### config.mk
export PLATFORM = sky130hd
export DESIGN_NAME = pkt_cmd_dispatch
export DESIGN_NICKNAME = d
export VERILOG_FILES = /design/src/rtl/pktd_pkg.sv /design/src/rtl/pktd_inbuf.sv /design/src/rtl/pktd_rtc.sv /design/src/rtl/pktd_decode.sv /design/src/rtl/pktd_rspbuf.sv /design/src/rtl/pkt_cmd_dispatch.sv
export SDC_FILE = /design/constraint.sdc
export NUM_CORES = 1
export LEC_CHECK = 0
export BUFFER_PORTS_ARGS = -buffer_cell sky130_fd_sc_hd__buf_2
export CORE_ASPECT_RATIO = 0.9
export CORE_MARGIN = 8
export CORE_UTILIZATION = 40
export CTS_CLUSTER_SIZE = 28
export DETAILED_ROUTE_END_ITERATION = 6
export SLEW_MARGIN = 25
export SYNTH_ARGS = -nofsm -noshare
export SYNTH_HDL_FRONTEND = slang
export SYNTH_SLANG_ARGS = --single-unit
### constraint.sdc
create_clock -name clk -period 10.27 [get_ports clk]
set_clock_uncertainty 0.2 [all_clocks]
set_input_delay 2.054 -clock clk [delete_from_list [all_inputs] [get_ports clk]]
set_output_delay 2.054 -clock clk [all_outputs]
set_load 0.005 [all_outputs]
### src/rtl/pktd_pkg.sv
package pktd_pkg;
  localparam logic [7:0] CLS_DEV       = 8'd0;
  localparam logic [7:0] CLS_CTRL      = 8'd1;
  localparam logic [7:0] CLS_ERR       = 8'd2;
  localparam logic [7:0] CAUSE_UNKNOWN = 8'h02;
  localparam logic [7:0] CAUSE_BADARG  = 8'h05;
  localparam logic [7:0] POLL_TAG      = 8'h40;
  localparam int         HDR_BYTES     = 7;
  localparam int         HEAD_BYTES    = 6;

  typedef enum logic [1:0] {ST_IDLE, ST_EXEC, ST_DWAIT, ST_WRHDR} st_e;

  typedef struct packed {
    logic        ap_wr;
    logic        ap_val;
    logic        rate_wr;
    logic [7:0]  rate_val;
    logic        mask_wr;
    logic [15:0] mask_val;
    logic        pwr;
    logic        sys;
    logic        time_wr;
    logic [31:0] time_val;
  } act_t;
endpackage

### src/rtl/pktd_inbuf.sv
module pktd_inbuf import pktd_pkg::*; #(
  parameter int DEPTH = 16,
  localparam int LW = $clog2(DEPTH + 1),
  localparam int AW = $clog2(DEPTH)
) (
  input  logic                    clk,
  input  logic                    rst,
  input  logic                    wr,
  input  logic [7:0]              wbyte,
  input  logic                    clr,
  output logic [LW-1:0]           cnt,
  output logic [HEAD_BYTES*8-1:0] head
);
  // register file: the decoder reads the first bytes in parallel
  logic [7:0] mem [DEPTH];

  always_ff @(posedge clk) begin
    if (rst) begin
      cnt <= '0;
    end else if (clr) begin
      cnt <= '0;
    end else if (wr && cnt < LW'(DEPTH)) begin
      mem[cnt[AW-1:0]] <= wbyte;
      cnt <= cnt + LW'(1);
    end
  end

  for (genvar i = 0; i < HEAD_BYTES; i++) begin : g_head
    assign head[i*8 +: 8] = mem[i];
  end
endmodule

### src/rtl/pktd_rtc.sv
module pktd_rtc #(
  parameter logic [31:0] EPOCH_GAP     = 32'd2082844800,
  parameter logic [31:0] UNIX_AT_RESET = 32'd0
) (
  input  logic        clk,
  input  logic        rst,
  input  logic        tick,
  input  logic        set,
  input  logic [31:0] set_val,
  output logic [31:0] now
);
  localparam logic [31:0] RESET_SECS = EPOCH_GAP + UNIX_AT_RESET;
  logic [31:0] elapsed, offset;

  always_ff @(posedge clk) begin
    if (rst) begin
      elapsed <= '0;
      offset  <= RESET_SECS;
    end else begin
      elapsed <= elapsed + 32'(tick);
      if (set) offset <= set_val - elapsed;
    end
  end

  assign now = offset + elapsed;
endmodule

### src/rtl/pktd_decode.sv
module pktd_decode import pktd_pkg::*; #(
  parameter int LW = 5,
  parameter logic [7:0] CMD_AUTOPOLL = 8'h01,
  parameter logic [7:0] CMD_RATE     = 8'h14,
  parameter logic [7:0] CMD_DEVLIST  = 8'h19,
  parameter logic [7:0] CMD_PWRDN    = 8'h0A,
  parameter logic [7:0] CMD_SYSRST   = 8'h11,
  parameter logic [7:0] CMD_GETTIME  = 8'h03,
  parameter logic [7:0] CMD_SETTIME  = 8'h09
) (
  input  logic [HEAD_BYTES*8-1:0] head,
  input  logic [LW-1:0]           len,
  input  logic [31:0]             now,
  output logic                    respond,
  output logic                    forward,
  output logic [HDR_BYTES*8-1:0]  hdr,
  output logic [3:0]              hdr_n,
  output act_t                    act
);
  logic [7:0] b [HEAD_BYTES];
  for (genvar i = 0; i < HEAD_BYTES; i++) begin : g_b
    assign b[i] = head[i*8 +: 8];
  end

  logic [LW-1:0] argc;
  logic          known, ok, has_time;

  always_comb begin
    argc     = len - LW'(2);
    respond  = 1'b0;
    forward  = 1'b0;
    hdr      = '0;
    hdr_n    = 4'd0;
    act      = '0;
    known    = 1'b1;
    ok       = 1'b0;
    has_time = 1'b0;
    if (len >= LW'(2)) begin
      if (b[0] == CLS_DEV) begin
        forward = 1'b1;
      end else if (b[0] == CLS_CTRL) begin
        respond = 1'b1;
        if (b[1] == CMD_AUTOPOLL) begin
          ok = (argc == LW'(1));
          act.ap_wr  = 1'b1;
          act.ap_val = (b[2] != 8'd0);
        end else if (b[1] == CMD_RATE) begin
          ok = (argc == LW'(1)) && (b[2] != 8'd0);
          act.rate_wr  = 1'b1;
          act.rate_val = b[2];
        end else if (b[1] == CMD_DEVLIST) begin
          ok = (argc == LW'(2));
          act.mask_wr  = 1'b1;
          act.mask_val = {b[2], b[3]};
        end else if (b[1] == CMD_PWRDN) begin
          ok = (argc == LW'(0));
          act.pwr = 1'b1;
        end else if (b[1] == CMD_SYSRST) begin
          ok = (argc == LW'(0));
          act.sys = 1'b1;
        end else if (b[1] == CMD_GETTIME) begin
          ok = (argc == LW'(0));
          has_time = 1'b1;
        end else if (b[1] == CMD_SETTIME) begin
          ok = (argc == LW'(4));
          act.time_wr  = 1'b1;
          act.time_val = {b[2], b[3], b[4], b[5]};
        end else begin
          known = 1'b0;
        end
        if (!ok) act = '0;
        if (known && ok) begin
          hdr[7:0]   = CLS_CTRL;
          hdr[15:8]  = 8'd0;
          hdr[23:16] = b[1];
          hdr_n      = 4'd3;
          if (has_time) begin
            hdr[31:24] = now[31:24];
            hdr[39:32] = now[23:16];
            hdr[47:40] = now[15:8];
            hdr[55:48] = now[7:0];
            hdr_n      = 4'd7;
          end
        end else begin
          hdr[7:0]   = CLS_ERR;
          hdr[15:8]  = known ? CAUSE_BADARG : CAUSE_UNKNOWN;
          hdr[23:16] = CLS_CTRL;
          hdr[31:24] = b[1];
          hdr_n      = 4'd4;
        end
      end
    end
  end
endmodule

### src/rtl/pktd_rspbuf.sv
module pktd_rspbuf #(
  parameter int DEPTH = 16,
  localparam int AW = $clog2(DEPTH)
) (
  input  logic          clk,
  input  logic          we,
  input  logic [AW-1:0] waddr,
  input  logic [7:0]    wdata,
  input  logic [AW-1:0] raddr,
  output logic [7:0]    rdata
);
  logic [7:0] mem [DEPTH];

  always_ff @(posedge clk) begin
    if (we) mem[waddr] <= wdata;
    rdata <= mem[raddr];
  end
endmodule

### src/rtl/pkt_cmd_dispatch.sv
module pkt_cmd_dispatch import pktd_pkg::*; #(
  parameter int IN_DEPTH  = 16,
  parameter int RSP_DEPTH = 16,
  parameter logic [7:0] CMD_AUTOPOLL = 8'h01,
  parameter logic [7:0] CMD_RATE     = 8'h14,
  parameter logic [7:0] CMD_DEVLIST  = 8'h19,
  parameter logic [7:0] CMD_PWRDN    = 8'h0A,
  parameter logic [7:0] CMD_SYSRST   = 8'h11,
  parameter logic [7:0] CMD_GETTIME  = 8'h03,
  parameter logic [7:0] CMD_SETTIME  = 8'h09,
  parameter logic [7:0] RATE_INIT    = 8'd11,
  parameter logic [31:0] UNIX_AT_RESET = 32'd0,
  localparam int LW  = $clog2(IN_DEPTH + 1),
  localparam int RAW = $clog2(RSP_DEPTH),
  localparam int RLW = $clog2(RSP_DEPTH + 1)
) (
  input  logic           clk,
  input  logic           rst,
  input  logic           in_vld,
  input  logic [7:0]     in_byte,
  input  logic           in_end,
  output logic           in_rdy,
  output logic           rsp_valid,
  output logic [RLW-1:0] rsp_len,
  input  logic [RAW-1:0] rsp_addr,
  output logic [7:0]     rsp_data,
  input  logic           rsp_ack,
  output logic           dev_req,
  output logic [7:0]     dev_cmd,
  output logic [15:0]    dev_arg,
  output logic [LW-1:0]  dev_argc,
  input  logic           dev_wr,
  input  logic [7:0]     dev_byte,
  input  logic           dev_end,
  input  logic [7:0]     dev_err,
  input  logic           dev_poll,
  output logic           dev_rdy,
  input  logic           sec_tick,
  output logic           ap_en,
  output logic [7:0]     ap_rate,
  output logic [15:0]    ap_mask,
  output logic           shut_req,
  output logic           reset_req
);
  st_e                    st;
  logic [LW-1:0]          in_cnt, pkt_len, len_nx;
  logic [HEAD_BYTES*8-1:0] head;
  logic [RLW-1:0]         dev_cnt, dev_cnt_nx, len_pend;
  logic [HDR_BYTES*8-1:0] hdr, dec_hdr, dev_hdr;
  logic [3:0]             hdr_n, dec_n, dev_n;
  logic [RLW-1:0]         dev_len;
  logic [2:0]             wi;
  logic [7:0]             last_cmd;
  logic                   in_take, dev_put, dec_respond, dec_forward;
  logic [31:0]            now;
  act_t                   dec_act;
  logic                   we;
  logic [RAW-1:0]         waddr;
  logic [7:0]             wdata;

  assign in_rdy  = (st == ST_IDLE) && !rsp_valid && (dev_cnt == '0);
  assign dev_rdy = !rsp_valid && ((st == ST_DWAIT) ||
                   ((st == ST_IDLE) && (in_cnt == '0) && !in_vld && !in_end));
  assign in_take    = in_vld && in_rdy;
  assign len_nx     = in_cnt + LW'(in_take && (in_cnt < LW'(IN_DEPTH)));
  assign dev_put    = dev_wr && dev_rdy && (dev_cnt < RLW'(RSP_DEPTH - 2));
  assign dev_cnt_nx = dev_cnt + RLW'(dev_put);

  pktd_inbuf #(.DEPTH(IN_DEPTH)) u_inbuf (
    .clk(clk), .rst(rst), .wr(in_take), .wbyte(in_byte),
    .clr(st == ST_EXEC), .cnt(in_cnt), .head(head)
  );

  pktd_rtc #(.UNIX_AT_RESET(UNIX_AT_RESET)) u_rtc (
    .clk(clk), .rst(rst), .tick(sec_tick),
    .set((st == ST_EXEC) && dec_act.time_wr), .set_val(dec_act.time_val), .now(now)
  );

  pktd_decode #(
    .LW(LW), .CMD_AUTOPOLL(CMD_AUTOPOLL), .CMD_RATE(CMD_RATE),
    .CMD_DEVLIST(CMD_DEVLIST), .CMD_PWRDN(CMD_PWRDN), .CMD_SYSRST(CMD_SYSRST),
    .CMD_GETTIME(CMD_GETTIME), .CMD_SETTIME(CMD_SETTIME)
  ) u_dec (
    .head(head), .len(pkt_len), .now(now), .respond(dec_respond),
    .forward(dec_forward), .hdr(dec_hdr), .hdr_n(dec_n), .act(dec_act)
  );

  // header for a device reply or an unsolicited poll frame
  always_comb begin
    dev_hdr = '0;
    dev_hdr[7:0] = CLS_DEV;
    if (dev_err != 8'd0) begin
      dev_hdr[15:8]  = dev_err;
      dev_hdr[23:16] = last_cmd;
      dev_n   = 4'd3;
      dev_len = RLW'(3);
    end else begin
      dev_hdr[15:8] = dev_poll ? POLL_TAG : 8'h00;
      dev_n   = 4'd2;
      dev_len = RLW'(2) + dev_cnt_nx;
    end
  end

  assign we    = (st == ST_WRHDR) || dev_put;
  assign waddr = (st == ST_WRHDR) ? RAW'(wi) : RAW'(dev_cnt) + RAW'(2);
  assign wdata = (st == ST_WRHDR) ? hdr[{wi, 3'b000} +: 8] : dev_byte;

  pktd_rspbuf #(.DEPTH(RSP_DEPTH)) u_rsp (
    .clk(clk), .we(we), .waddr(waddr), .wdata(wdata),
    .raddr(rsp_addr), .rdata(rsp_data)
  );

  always_ff @(posedge clk) begin
    if (rst) begin
      st        <= ST_IDLE;
      pkt_len   <= '0;
      dev_cnt   <= '0;
      hdr       <= '0;
      hdr_n     <= 4'd0;
      wi        <= '0;
      last_cmd  <= 8'd0;
      len_pend  <= '0;
      rsp_valid <= 1'b0;
      rsp_len   <= '0;
      ap_en     <= 1'b0;
      ap_rate   <= RATE_INIT;
      ap_mask   <= '0;
      shut_req  <= 1'b0;
      reset_req <= 1'b0;
      dev_req   <= 1'b0;
      dev_cmd   <= 8'd0;
      dev_arg   <= '0;
      dev_argc  <= '0;
    end else begin
      shut_req  <= 1'b0;
      reset_req <= 1'b0;
      dev_req   <= 1'b0;
      dev_cnt   <= dev_cnt_nx;
      if (rsp_valid && rsp_ack) rsp_valid <= 1'b0;
      unique case (st)
        ST_IDLE: begin
          if (in_rdy && in_end) begin
            pkt_len <= len_nx;
            st      <= ST_EXEC;
          end else if (dev_rdy && dev_end) begin
            hdr <= dev_hdr; hdr_n <= dev_n; len_pend <= dev_len;
            st  <= ST_WRHDR;
          end
        end
        ST_EXEC: begin
          if (dec_act.ap_wr)   ap_en    <= dec_act.ap_val;
          if (dec_act.rate_wr) ap_rate  <= dec_act.rate_val;
          if (dec_act.mask_wr) ap_mask  <= dec_act.mask_val;
          shut_req  <= dec_act.pwr;
          reset_req <= dec_act.sys;
          if (dec_respond) begin
            hdr <= dec_hdr; hdr_n <= dec_n; len_pend <= RLW'(dec_n);
            st  <= ST_WRHDR;
          end else if (dec_forward) begin
            dev_req  <= 1'b1;
            dev_cmd  <= head[15:8];
            last_cmd <= head[15:8];
            dev_arg  <= {head[23:16], head[31:24]};
            dev_argc <= pkt_len - LW'(2);
            st       <= ST_DWAIT;
          end else begin
            st <= ST_IDLE;
          end
        end
        ST_DWAIT: begin
          if (dev_end) begin
            hdr <= dev_hdr; hdr_n <= dev_n; len_pend <= dev_len;
            st  <= ST_WRHDR;
          end
        end
        ST_WRHDR: begin
          if ({1'b0, wi} == hdr_n - 4'd1) begin
            wi        <= '0;
            rsp_valid <= 1'b1;
            rsp_len   <= len_pend;
            dev_cnt   <= '0;
            st        <= ST_IDLE;
          end else begin
            wi <= wi + 3'd1;
          end
        end
        default: st <= ST_IDLE;
      endcase
    end
  end
endmodule

==> run_summary.xml <==
<?xml version="1.0" encoding="UTF-8"?>
<metrics>
  <group name="grt">
    <metric name="grt_antenna_before_repair" unit="">2</metric>
    <metric name="first_global_vias" unit="">13894</metric>
    <metric name="overflow" unit="">0</metric>
    <metric name="grt_max_degree" unit="">101</metric>
    <metric name="grt_pass1_wl" unit="microns">78030</metric>
    <metric name="globalRouteTotalUtil" unit="%">17.83</metric>
  </group>
  <group name="timing">
    <metric name="tns" unit="ns">0</metric>
    <metric name="finalSetupViolations" unit="">0</metric>
    <metric name="layout_worst_path_cycle_share" unit="%">54.29</metric>
    <metric name="setup_repair_after_global_routing_missed_its_margin" unit="">no</metric>
    <metric name="slew_viol_final" unit="">0</metric>
    <metric name="final_hold_viol_count" unit="">0</metric>
    <metric name="worst_pin_slew" unit="ns">1.039</metric>
    <metric name="timing.final.crit_period" unit="ns">5.576</metric>
    <metric name="max-slew-margin-rel" unit="%">30.56</metric>
    <metric name="timing.fmax" unit="MHz">179.4</metric>
  </group>
  <group name="min_path">
    <metric name="worst_hold_path.num_cells" unit="">2</metric>
    <metric name="timing.hold.worst_endpoint" unit="">hdr[11]</metric>
    <metric name="worst_hold_path_type" unit="">flop to flop</metric>
    <metric name="timing.hold.worst.start" unit="">hdr[11]</metric>
  </group>
  <group name="yosys">
    <metric name="synth.net_count" unit="">1916</metric>
    <metric name="synth_largest_area_cell" unit="">edfxtp_1</metric>
    <metric name="yosys_warnings" unit="">0</metric>
    <metric name="async_reset_ff_share" unit="%">0</metric>
    <metric name="synth_sequential_area_ratio" unit="%">50.75</metric>
    <metric name="netlist.area_leader.share" unit="%">28.09</metric>
    <metric name="synth_top_cells_by_area" unit="">edfxtp_1 (28%), dfxtp_1 (23%), ha_1 (5.1%), mux4_2 (5.0%), a21oi_1 (4.1%)</metric>
    <metric name="syn_area_cell" unit="sq um">10.45</metric>
    <metric name="synth_flop_cell" unit="">dfxtp_1</metric>
    <metric name="instance_count_of_the_mapped_netlist" unit="">1800</metric>
    <metric name="synth-edff-count" unit="">176</metric>
    <metric name="ys_seq_elements" unit="">389</metric>
    <metric name="synth_cell_types" unit="">81</metric>
    <metric name="syn_area" unit="sq um">18820</metric>
  </group>
  <group name="clock_network">
    <metric name="post_cts.resized_instances" unit="">0</metric>
    <metric name="cts_root_buffer" unit="">clkbuf_16</metric>
    <metric name="numCtsBuffers" unit="">43</metric>
    <metric name="clkLatencyLatePin" unit="ns">0.58</metric>
    <metric name="cts-hold-fix-buffers" unit="">0</metric>
    <metric name="clock_tree.htree_level_count" unit="">2</metric>
    <metric name="cts-root-to-sink-buffers" unit="">3</metric>
    <metric name="clk_pin_slew" unit="ns">0.06</metric>
    <metric name="postCtsSetupRepairBufs" unit="">0</metric>
    <metric name="tritoncts" unit="">yes</metric>
    <metric name="cts_sinks" unit="">389</metric>
  </group>
  <group name="drt">
    <metric name="detail_route.wl_per_cell" unit="microns">19.56</metric>
    <metric name="dr.pass1.iters" unit="">5</metric>
    <metric name="drcViolationCount" unit="">0</metric>
    <metric name="via_count" unit="">13918</metric>
    <metric name="antenna_left" unit="">0</metric>
    <metric name="detail_route.vias_per_cell" unit="">5.514</metric>
    <metric name="first_iter_violations" unit="">965</metric>
    <metric name="postRouteWirelength" unit="microns">49380</metric>
  </group>
  <group name="run_status">
    <metric name="status" unit="">completed</metric>
  </group>
  <group name="worst_setup_path">
    <metric name="critical_path.reg2reg.startpoint" unit="">u_inbuf.mem[1][3]</metric>
    <metric name="reg2regPathDepth" unit="">19</metric>
    <metric name="cp-end-kind" unit="">flop</metric>
    <metric name="timing.setup.critical_path_class" unit="">flop to flop</metric>
    <metric name="max_stage_delay" unit="ns">0.59</metric>
    <metric name="cp_data_required_time" unit="ns">10.48</metric>
    <metric name="crit_buf_inv" unit="">2</metric>
    <metric name="timing.reg2reg.setup_slack" unit="ns">4.69</metric>
    <metric name="worst_setup_path_start_kind" unit="">flop</metric>
    <metric name="critical-path-slowest-cell" unit="">edfxtp_1</metric>
    <metric name="arrival" unit="ns">5.79</metric>
    <metric name="critical_path.reg2reg.endpoint" unit="">u_rtc.offset[30]</metric>
    <metric name="worst-path-max-fanout" unit="">32</metric>
    <metric name="cpLargestDelayFamily" unit="">compound AO/OA/AOI/OAI gates</metric>
    <metric name="timing.critical_path.mode_cell" unit="">o21ai_0</metric>
    <metric name="crit_path_cell_trace" unit="">or3b_1 &gt; or3_1 &gt; a21o_1 &gt; o211ai_4 &gt; nor3_4 &gt; buf_4 &gt; nand2_1 &gt; ha_1 &gt; inv_1 &gt; fa_1 &gt; a211o_1 &gt; a211oi_1 &gt; nor4_1 &gt; nor4bb_1 &gt; o21bai_1 &gt; o31ai_1 &gt; o21ai_0 &gt; xnor2_1 &gt; o21ai_0</metric>
  </group>
  <group name="place">
    <metric name="input_output_buffers" unit="">109</metric>
    <metric name="placedInstanceArea" unit="sq um">19850</metric>
    <metric name="detailed_place_hpwl" unit="microns">35960</metric>
    <metric name="globalplace.congestion" unit="">0.9296</metric>
  </group>
  <group name="layout">
    <metric name="final_cell_mix" unit="">dfxtp_1 (213), nand2_1 (195), edfxtp_1 (176)</metric>
    <metric name="layout.nets" unit="">1989</metric>
    <metric name="diode_count" unit="">0</metric>
    <metric name="area_growth_syn_to_layout" unit="%">13.84</metric>
    <metric name="layout_commonest_cell" unit="">dfxtp_1</metric>
    <metric name="final_layout_size_suffix_gt1_share" unit="%">14.36</metric>
    <metric name="fillers" unit="">4425</metric>
    <metric name="layout.cell_area.non_filler" unit="sq um">21420</metric>
  </group>
  <group name="power">
    <metric name="power.clock.fraction" unit="%">44.1</metric>
    <metric name="power_leakage" unit="nW">7.985</metric>
    <metric name="cellInternalPower" unit="W">0.002873</metric>
    <metric name="power_frac_seq" unit="%">45.0</metric>
    <metric name="switching_share_of_total_power" unit="%">25.43</metric>
    <metric name="power.switching" unit="W">0.0009799</metric>
    <metric name="cellPowerDensity" unit="nW/um^2">179.9</metric>
    <metric name="power_frac_comb" unit="%">10.9</metric>
    <metric name="power.ir.vdd_worst" unit="mV">0.1200</metric>
  </group>
  <group name="floorplanning">
    <metric name="effective_utilization_at_floorplan" unit="%">40.43</metric>
    <metric name="design.die.area" unit="sq um">54250</metric>
    <metric name="design.portCount" unit="">110</metric>
    <metric name="total_number_of_placement_rows" unit="">75</metric>
    <metric name="dieHeight" unit="microns">221.8</metric>
    <metric name="core_region_area" unit="sq um">46540</metric>
    <metric name="chipWidth" unit="microns">244.6</metric>
  </group>
  <group name="flow_run">
    <metric name="max-cap-violations" unit="">0</metric>
  </group>
</metrics>
-- worst min-delay path, cell delays in order, from the launching register on --
cell and delay [ns]:
dfxtp_1 0.30, nand2_1 0.05, a21oi_1 0.05
-- cell families after synthesis --
family                     synth area share [%]
adders and majority gates                 5.333
DFF                                       50.75
AOI/OAI and AO/OA                         14.02
xor gates and xnor gates                  4.561
buffers and inverters                     3.278
and+or+nand+nor                           15.65
muxes                                     6.403
-- area by class of cell --
type	count	area, sq um	share of cell area (%)
repair buffers	122	653.1	3.049
multi-input cells	1258	8670	40.47
clock buffers	48	1105	5.158
flip-flops and latches	389	9549	44.58
inverters	59	221.5	1.034
well taps	616	770.7	3.598
clock inverters	32	451.7	2.109
-- power by group through the flow --
stage / Clock [W] / Sequential (W) / Combinational (W)
2_1_floorplan: 0 / 0.00175 / 0.000306
3_3_place_gp: 0 / 0.00176 / 0.000412
3_5_place_dp: 0 / 0.00177 / 0.000419
4_1_cts: 0.00174 / 0.00173 / 0.000421
5_1_grt: 0.00179 / 0.00174 / 0.000465
6_report: 0.00170 / 0.00173 / 0.000422
-- how the worst max path moves through the flow --
stage / startpoint / endpoint / slack, ns / cells after the start
final: u_inbuf.mem[1][3] / u_rtc.offset[30] / 4.69 / 19
after global routing: u_inbuf.mem[1][3] / u_rtc.offset[30] / 4.34 / 19
after CTS: u_inbuf.mem[1][3] / u_rtc.offset[30] / 4.75 / 19
after detailed placement: u_inbuf.mem[1][3] / u_rtc.offset[30] / 4.76 / 19
after global placement: u_inbuf.mem[1][3] / u_rtc.offset[30] / 4.84 / 19
after floorplan: in_vld / dev_rdy / 5.54 / 3
-- cells in the mapped netlist (all sizes together), types with 46 or more instances --
library cell and number:
dfxtp 213, nand2 196, edfxtp 176, nor2 161, a21oi 155, ha 77, xnor2 68, clkbuf 60
inv 59, o21ai 58, nand3 57, and2 46
-- per-layer routing --
layer | wire length [microns] | track usage (%) | vias up
met3 | 2858 | 3.131 | 80
met4 | 1235 | 5.610 | 2
met1 | 22720 | 24.37 | 6744
li1 | - | - | 6691
met2 | 22550 | 28.49 | 401
met5 | 13 | 0 | -
-- registers in the layout, indices dropped and copies added, names as in the netlist, 2 cells and up --
name / count
ap_mask: 16
ap_rate: 8
dev_arg: 16
dev_argc: 5
dev_cnt: 5
hdr: 50
hdr_n: 3
last_cmd: 8
len_pend: 5
pkt_len: 5
rsp_len: 5
st: 2
u_inbuf.cnt: 5
u_inbuf.mem: 48
u_rsp.mem: 128
u_rsp.rdata: 8
u_rtc.elapsed: 32
u_rtc.offset: 32
wi: 3
-- through the flow --
step | instances | utilization [%] | worst slack, ns | power, W | hold slack, ns
6_report | 2524 | 46.02 | 4.694 | 0.003853 | 0.2483
2_1_floorplan | 1800 | - | 5.537 | 0.002052 | 0.2244
3_3_place_gp | 2444 | 42.66 | 4.835 | 0.002174 | 0.2361
3_5_place_dp | 2444 | 42.66 | 4.761 | 0.002184 | 0.2439
4_1_cts | 2524 | 46.00 | 4.747 | 0.003889 | 0.2506
5_1_grt | 2524 | 46.02 | 4.343 | 0.003997 | 0.2707
Power figures use the tool's default switching activity.
